$ cat config.mk
export PLATFORM = sky130hd
export DESIGN_NAME = burst_rd_slave
export DESIGN_NICKNAME = d
export VERILOG_FILES = /design/src/rtl/brs_pkg.sv /design/src/rtl/brs_mem.sv /design/src/rtl/brs_wait_cnt.sv /design/src/rtl/brs_ctrl.sv /design/src/rtl/burst_rd_slave.sv
export SDC_FILE = /design/constraint.sdc
export NUM_CORES = 2
export LEC_CHECK = 0
export BUFFER_PORTS_ARGS = -buffer_cell sky130_fd_sc_hd__buf_2
export CAP_MARGIN = 20
export CORE_UTILIZATION = 45
export CTS_CLUSTER_DIAMETER = 100
export CTS_CLUSTER_SIZE = 20
export DETAILED_ROUTE_END_ITERATION = 12
export SLEW_MARGIN = 25
export SYNTH_ARGS = -nofsm -noshare
export SYNTH_HDL_FRONTEND = slang
export SYNTH_SLANG_ARGS = --single-unit
$ cat constraint.sdc
create_clock -name clk -period 4.6 [get_ports clk]
set_input_delay 0.46 -clock clk [delete_from_list [all_inputs] [get_ports clk]]
set_output_delay 0.46 -clock clk [all_outputs]
set_load 0.005 [all_outputs]
$ cat src/rtl/brs_pkg.sv
package brs_pkg;
  typedef enum logic [1:0] {
    ST_IDLE  = 2'd0,
    ST_WAIT  = 2'd1,
    ST_BURST = 2'd2,
    ST_DONE  = 2'd3
  } brs_state_t;
endpackage

$ cat src/rtl/brs_mem.sv
// Simple dual-port word memory: one write port for preload, one registered
// read port, shaped so block RAM is inferred.
module brs_mem #(
  parameter int AW = 8,
  parameter int DW = 16
) (
  input  logic          clk,
  input  logic          we,
  input  logic [AW-1:0] waddr,
  input  logic [DW-1:0] wdata,
  input  logic          re,
  input  logic [AW-1:0] raddr,
  output logic [DW-1:0] rdata
);
  localparam int DEPTH = 1 << AW;

  logic [DW-1:0] mem [DEPTH];

  always_ff @(posedge clk) begin
    if (we) mem[waddr] <= wdata;
  end

  always_ff @(posedge clk) begin
    if (re) rdata <= mem[raddr];
  end
endmodule

$ cat src/rtl/brs_wait_cnt.sv
// Counts the wait phase down from WAIT_CYC-1; expired marks the last wait edge.
module brs_wait_cnt #(
  parameter int WAIT_CYC = 2
) (
  input  logic clk,
  input  logic rst,
  input  logic load,
  input  logic dec,
  output logic expired
);
  localparam int CW = (WAIT_CYC > 1) ? $clog2(WAIT_CYC) : 1;
  localparam logic [CW-1:0] LOADV = CW'(WAIT_CYC - 1);

  logic [CW-1:0] cnt;

  always_ff @(posedge clk) begin
    if (rst)                    cnt <= '0;
    else if (load)              cnt <= LOADV;
    else if (dec && cnt != '0)  cnt <= cnt - 1'b1;
  end

  assign expired = (cnt == '0);
endmodule

$ cat src/rtl/brs_ctrl.sv
// Burst read controller: start qualification, wait phase, sequential fetch,
// release on last, abort on deselect or bad word enables.
module brs_ctrl
  import brs_pkg::*;
#(
  parameter int AW       = 8,
  parameter int WAIT_CYC = 2
) (
  input  logic          clk,
  input  logic          rst,
  input  logic          sel_n,
  input  logic          strb_n,
  input  logic [AW-1:0] addr,
  input  logic          mem_sel,
  input  logic          rd_wr,
  input  logic [1:0]    wen,
  input  logic          last_n,
  output logic          mem_re,
  output logic [AW-1:0] mem_raddr,
  output logic          rd_oe,
  output logic          rdy_n,
  output logic          prot_err
);
  brs_state_t    state;
  logic [AW-1:0] ptr;
  logic          start_req, wen_ok, wait_exp, wait_load;

  assign wen_ok    = (wen == 2'b11);
  assign start_req = (state == ST_IDLE) && !sel_n && !strb_n && rd_wr && mem_sel;
  assign wait_load = start_req && wen_ok;

  brs_wait_cnt #(.WAIT_CYC(WAIT_CYC)) i_wait (
    .clk     (clk),
    .rst     (rst),
    .load    (wait_load),
    .dec     (state == ST_WAIT),
    .expired (wait_exp)
  );

  // A word is fetched on the edge that opens the data phase and on every
  // edge that continues it.
  assign mem_re = !sel_n && wen_ok &&
                  (((state == ST_WAIT) && wait_exp) ||
                   ((state == ST_BURST) && last_n));
  assign mem_raddr = ptr;

  always_ff @(posedge clk) begin
    if (rst) begin
      state    <= ST_IDLE;
      ptr      <= '0;
      rd_oe    <= 1'b0;
      rdy_n    <= 1'b1;
      prot_err <= 1'b0;
    end else begin
      case (state)
        ST_IDLE: begin
          if (start_req) begin
            if (wen_ok) begin
              ptr      <= addr;
              state    <= ST_WAIT;
              prot_err <= 1'b0;
            end else begin
              prot_err <= 1'b1;
            end
          end
        end
        ST_WAIT: begin
          if (sel_n) begin
            state <= ST_IDLE;
          end else if (!wen_ok) begin
            state    <= ST_IDLE;
            prot_err <= 1'b1;
          end else if (wait_exp) begin
            state <= ST_BURST;
            rd_oe <= 1'b1;
            rdy_n <= 1'b0;
            ptr   <= ptr + 1'b1;
          end
        end
        ST_BURST: begin
          if (sel_n || !wen_ok) begin
            state <= ST_IDLE;
            rd_oe <= 1'b0;
            rdy_n <= 1'b1;
            if (!sel_n) prot_err <= 1'b1;
          end else if (!last_n) begin
            state <= ST_DONE;
            rd_oe <= 1'b0;
            rdy_n <= 1'b1;
          end else begin
            ptr <= ptr + 1'b1;
          end
        end
        default: begin
          if (sel_n) state <= ST_IDLE;
        end
      endcase
    end
  end
endmodule

$ cat src/rtl/burst_rd_slave.sv
module burst_rd_slave #(
  parameter int AW       = 8,
  parameter int DW       = 16,
  parameter int WAIT_CYC = 2
) (
  input  logic          clk,
  input  logic          rst,
  input  logic          sel_n,
  input  logic          strb_n,
  input  logic [AW-1:0] addr,
  input  logic          mem_sel,
  input  logic          rd_wr,
  input  logic [1:0]    wen,
  input  logic          last_n,
  input  logic          fifo_full,
  input  logic          pl_we,
  input  logic [AW-1:0] pl_addr,
  input  logic [DW-1:0] pl_data,
  output logic [DW-1:0] rd_data,
  output logic          rd_oe,
  output logic          rdy_n,
  output logic          stop_n,
  output logic          prot_err
);
  logic          mem_re;
  logic [AW-1:0] mem_raddr;

  brs_ctrl #(.AW(AW), .WAIT_CYC(WAIT_CYC)) i_ctrl (
    .clk       (clk),
    .rst       (rst),
    .sel_n     (sel_n),
    .strb_n    (strb_n),
    .addr      (addr),
    .mem_sel   (mem_sel),
    .rd_wr     (rd_wr),
    .wen       (wen),
    .last_n    (last_n),
    .mem_re    (mem_re),
    .mem_raddr (mem_raddr),
    .rd_oe     (rd_oe),
    .rdy_n     (rdy_n),
    .prot_err  (prot_err)
  );

  brs_mem #(.AW(AW), .DW(DW)) i_mem (
    .clk   (clk),
    .we    (pl_we),
    .waddr (pl_addr),
    .wdata (pl_data),
    .re    (mem_re),
    .raddr (mem_raddr),
    .rdata (rd_data)
  );

  always_ff @(posedge clk) begin
    if (rst) stop_n <= 1'b1;
    else     stop_n <= ~fifo_full;
  end
endmodule

==> results by group <==
Synthesis
  • Post-synth EDFFs: 4112
  • Synthesized Nets: 7344
  • Post-synth ARST share: 0%
  • Largest area contributor in the netlist: edfxtp_1
  • Cell area after synthesis: 0.159 mm2
  • Prevailing post-synth register cell: edfxtp_1
  • Seq cells post-synth: 4127
  • Synth warn: 0
  • Mapped Cells: 7296
  • Distinct cells, synth: 88
  • Synth top area cells: edfxtp_1 (77%), mux4_2 (12%), mux2i_1 (2.4%), nor2_1 (0.70%), a22oi_1 (0.68%)
  • Mapped Avg Cell Area: 21.9 um2
  • Post-synthesis sequential area ratio: 77.6%
  • Synth top area share: 77.4%

Drt
  • Residual DRC: 0
  • Via-to-Cell Ratio: 6.45
  • WL per Instance: 38.4 um
  • Detailed Routing Iterations Pass 1: 8
  • Initial DRC Count: 12759
  • Routed vias: 81512
  • Final wirelength: 486000 um
  • Antenna-violating nets left: 0

Finish
  • Multi-input gate area: 0.0332 mm2
  • FF+latch area: 0.124 mm2
  • Final instance area: 0.176 mm2
  • Final Non-Filler Cells: 12631
  • Final net count: 7889
  • Area grow syn2layout: 10.2%
  • Share of cells above drive strength 1: 26.2%
  • Fill cells: 27762

Worst setup path
  • Crit-path cells: buf_4, buf_4, mux4_2, a22oi_1, a21oi_1, buf_4, a221oi_1, o32ai_1
  • Crit path launch type: register
  • Cell mode on critical path: buf_4
  • Bufs and invs on worst path: 3
  • Worst R2R Setup Slack: 0.22 ns
  • Crit path max-delay family: compound AO/OA/AOI/OAI gates
  • R2R depth: 8
  • Crit-path max FO: 18
  • Crit Path Class: reg -> reg
  • WP data required: 5.27 ns
  • Worst path max stage delay: 0.95 ns
  • Setup crit start: i_ctrl.mem_raddr[0]
  • Arrival time worst endpoint: 5.04 ns
  • Setup crit end kind: register
  • RR Startpoint: i_ctrl.mem_raddr[0]
  • R2R Path End: i_mem.rdata[0]
  • Slowest CP cell: dfxtp_4

Timing
  • Min Tclk post-route: 4.38 ns
  • Relative slew slack: 14.6%
  • Max Freq: 229 MHz
  • Final Hold Fails: 0
  • Skew final: 0.0614 ns
  • Unrepaired setup endpoints after global routing: no
  • Setup-failing EPs final: 0
  • Total negative setup slack: 0 ns
  • Slew @ Worst Pin: 1.28 ns
  • Final period util: 95.1%
  • Final slew viol count: 0
  • Hold_ws: 0.0763 ns

Run
  • Maxcap violations: 0

CTS
  • Clock-pin slew on the worst setup and hold paths: 0.09 ns
  • Clk_lat worst skew: 0.97 ns
  • Root Driver: clkbuf_16
  • Cts bufs inserted: 229
  • Buffer depth of the longest clock path: 4
  • Clk sinks: 4127
  • H-tree levels: 4
  • TritonCTS clock tree: done

GRT
  • Global-route wire length before repair: 663000 um
  • Grt ovf: 0
  • Largest net degree at the start of global routing: 130
  • Antenna violations before repair: 36
  • Via count of the first global-routing pass: 78740
  • GRT Util Overall: 27.0%

Placed design
  • GPL Wtd Cong: 0.898
  • HPWL Detailed: 302000 um
  • Post-DP Area: 0.169 mm2
  • Port buffer count: 62
  • Placed Cells: 12302

Pwr
  • Power density cells: 408 mW/mm2
  • Switching part of the total: 25.0%
  • Clock Power Share: 29.2%
  • Reg power frac: 58.0%
  • Leak: 0.0526 uW
  • Psw: 17900 uW
  • Combinational fraction of design power: 12.9%
  • Total power: 71700 uW
  • Int Pwr: 53800 uW
  • Largest vdd supply drop: 0.353 mV

Die
  • Core Rows: 218
  • Initial core utilization: 45.2%
  • Core area: 0.353 mm2
  • Die width: 597 um
  • I/O pin cnt: 63
  • Die height: 597 um
  • Die area: 0.357 mm2

Outcome
  • Status: finished clean

Min path
  • Hold Startpoint: pl_data[0]
  • Worst Hold Path EP: i_mem.mem[171][0]
  • Hold Path Stages: 1
  • Min-delay worst type: in -> reg
==> registers in the layout, indices dropped and copies added (netlist names) <==
register	flops
i_ctrl.rd_oe	1
i_ctrl.state	2
i_ctrl.prot_err	1
i_ctrl.mem_raddr	8
i_mem.mem	4096
i_mem.rdata	16
i_ctrl.i_wait.cnt	1
stop_n	1
i_ctrl.rdy_n	1
==> cell usage after synthesis (all sizes together), types with 37 or more instances <==
master / n
a221oi: 72
nand2: 130
o221ai: 64
a21oi: 168
a211oi: 56
o21ai: 63
mux4: 885
buf: 273
nand3: 73
mux2: 37
clkbuf: 167
nor2: 299
a22oi: 146
mux2i: 384
edfxtp: 4112
==> metal layers <==
layer	wire, um	part of all wire, %	global-route usage (%)	vias up
met4	22900	4.7	10.7	22
met3	52800	11	5.88	804
met1	187000	39	38.0	44289
li1	-	-	-	31735
met5	137	0.028	0	-
met2	223000	46	41.1	4662
==> worst max path at each step <==
stage / endpoint / slack (ns) / cells after the start
4_1_cts: i_mem.rdata[0] / 0.1 / 8
3_3_place_gp: i_mem.rdata[2] / -0.19 / 8
6_report: i_mem.rdata[0] / 0.22 / 8
5_1_grt: i_mem.rdata[13] / 0.17 / 9
3_5_place_dp: i_mem.rdata[13] / -0.004 / 11
2_1_floorplan: i_mem.mem[237][0] / 1.98 / 6
==> power by group through the flow <==
stage          combinational, uW  sequential, uW  clock (uW)
3_5_place_dp                9080           42400           0
5_1_grt                     9450           41600       22300
2_1_floorplan               4730           42300           0
6_report                    9230           41600       20900
3_3_place_gp                9010           42400           0
4_1_cts                     9120           41600       21100
==> logic make-up after synthesis <==
group / synth area share (%)
flip-flops: 77.6
AND/OR/NAND/NOR: 1.73
AO/OA/AOI/OAI: 3.57
buffers and inverters: 1.87
multiplexers: 15.2
adder cells (fa/ha/maj): 0.0392
==> area by class of cell <==
type                    count  share of cell area [%]
clock inverters            12                   0.105
repair buffers            754                    3.82
diodes                     18                  0.0256
multi-input cells        2718                    18.9
inverters                  11                  0.0299
clock buffers             261                    3.38
well taps                4730                    3.37
flip-flops and latches   4127                    70.4
==> cell usage in the layout, fill, tap and decap left out, drive strengths merged, types with 37 or more instances in the layout <==
| cell type | Yosys | routed |
|---|---|---|
| a211oi | 56 | 56 |
| nand2 | 130 | 130 |
| o221ai | 64 | 64 |
| a21oi | 168 | 168 |
| mux2 | 37 | 37 |
| nand3 | 73 | 73 |
| nor2 | 299 | 299 |
| edfxtp | 4112 | 4112 |
| a22oi | 146 | 146 |
| mux2i | 384 | 384 |
| mux4 | 885 | 885 |
| clkbuf | 167 | 261 |
| a221oi | 72 | 72 |
| buf | 273 | 722 |
| o21ai | 63 | 63 |
==> through the flow <==
step                setup slack [ns]  utilization [%]
floorplan                       1.98                -
global placement              -0.192             48.0
detailed placement          -0.00376             48.0
CTS                           0.0972             49.8
global route                   0.166             49.8
finish                         0.225             49.9
==> repair_timing <==
item	in CTS	in global routing
buffers inserted	0	1
resized for setup	1	0
setup endpoints to repair	1	1
hold buffers	27	5
endpoints found under the hold margin	169	114
No activity file was read; power rests on OpenSTA's default activity.
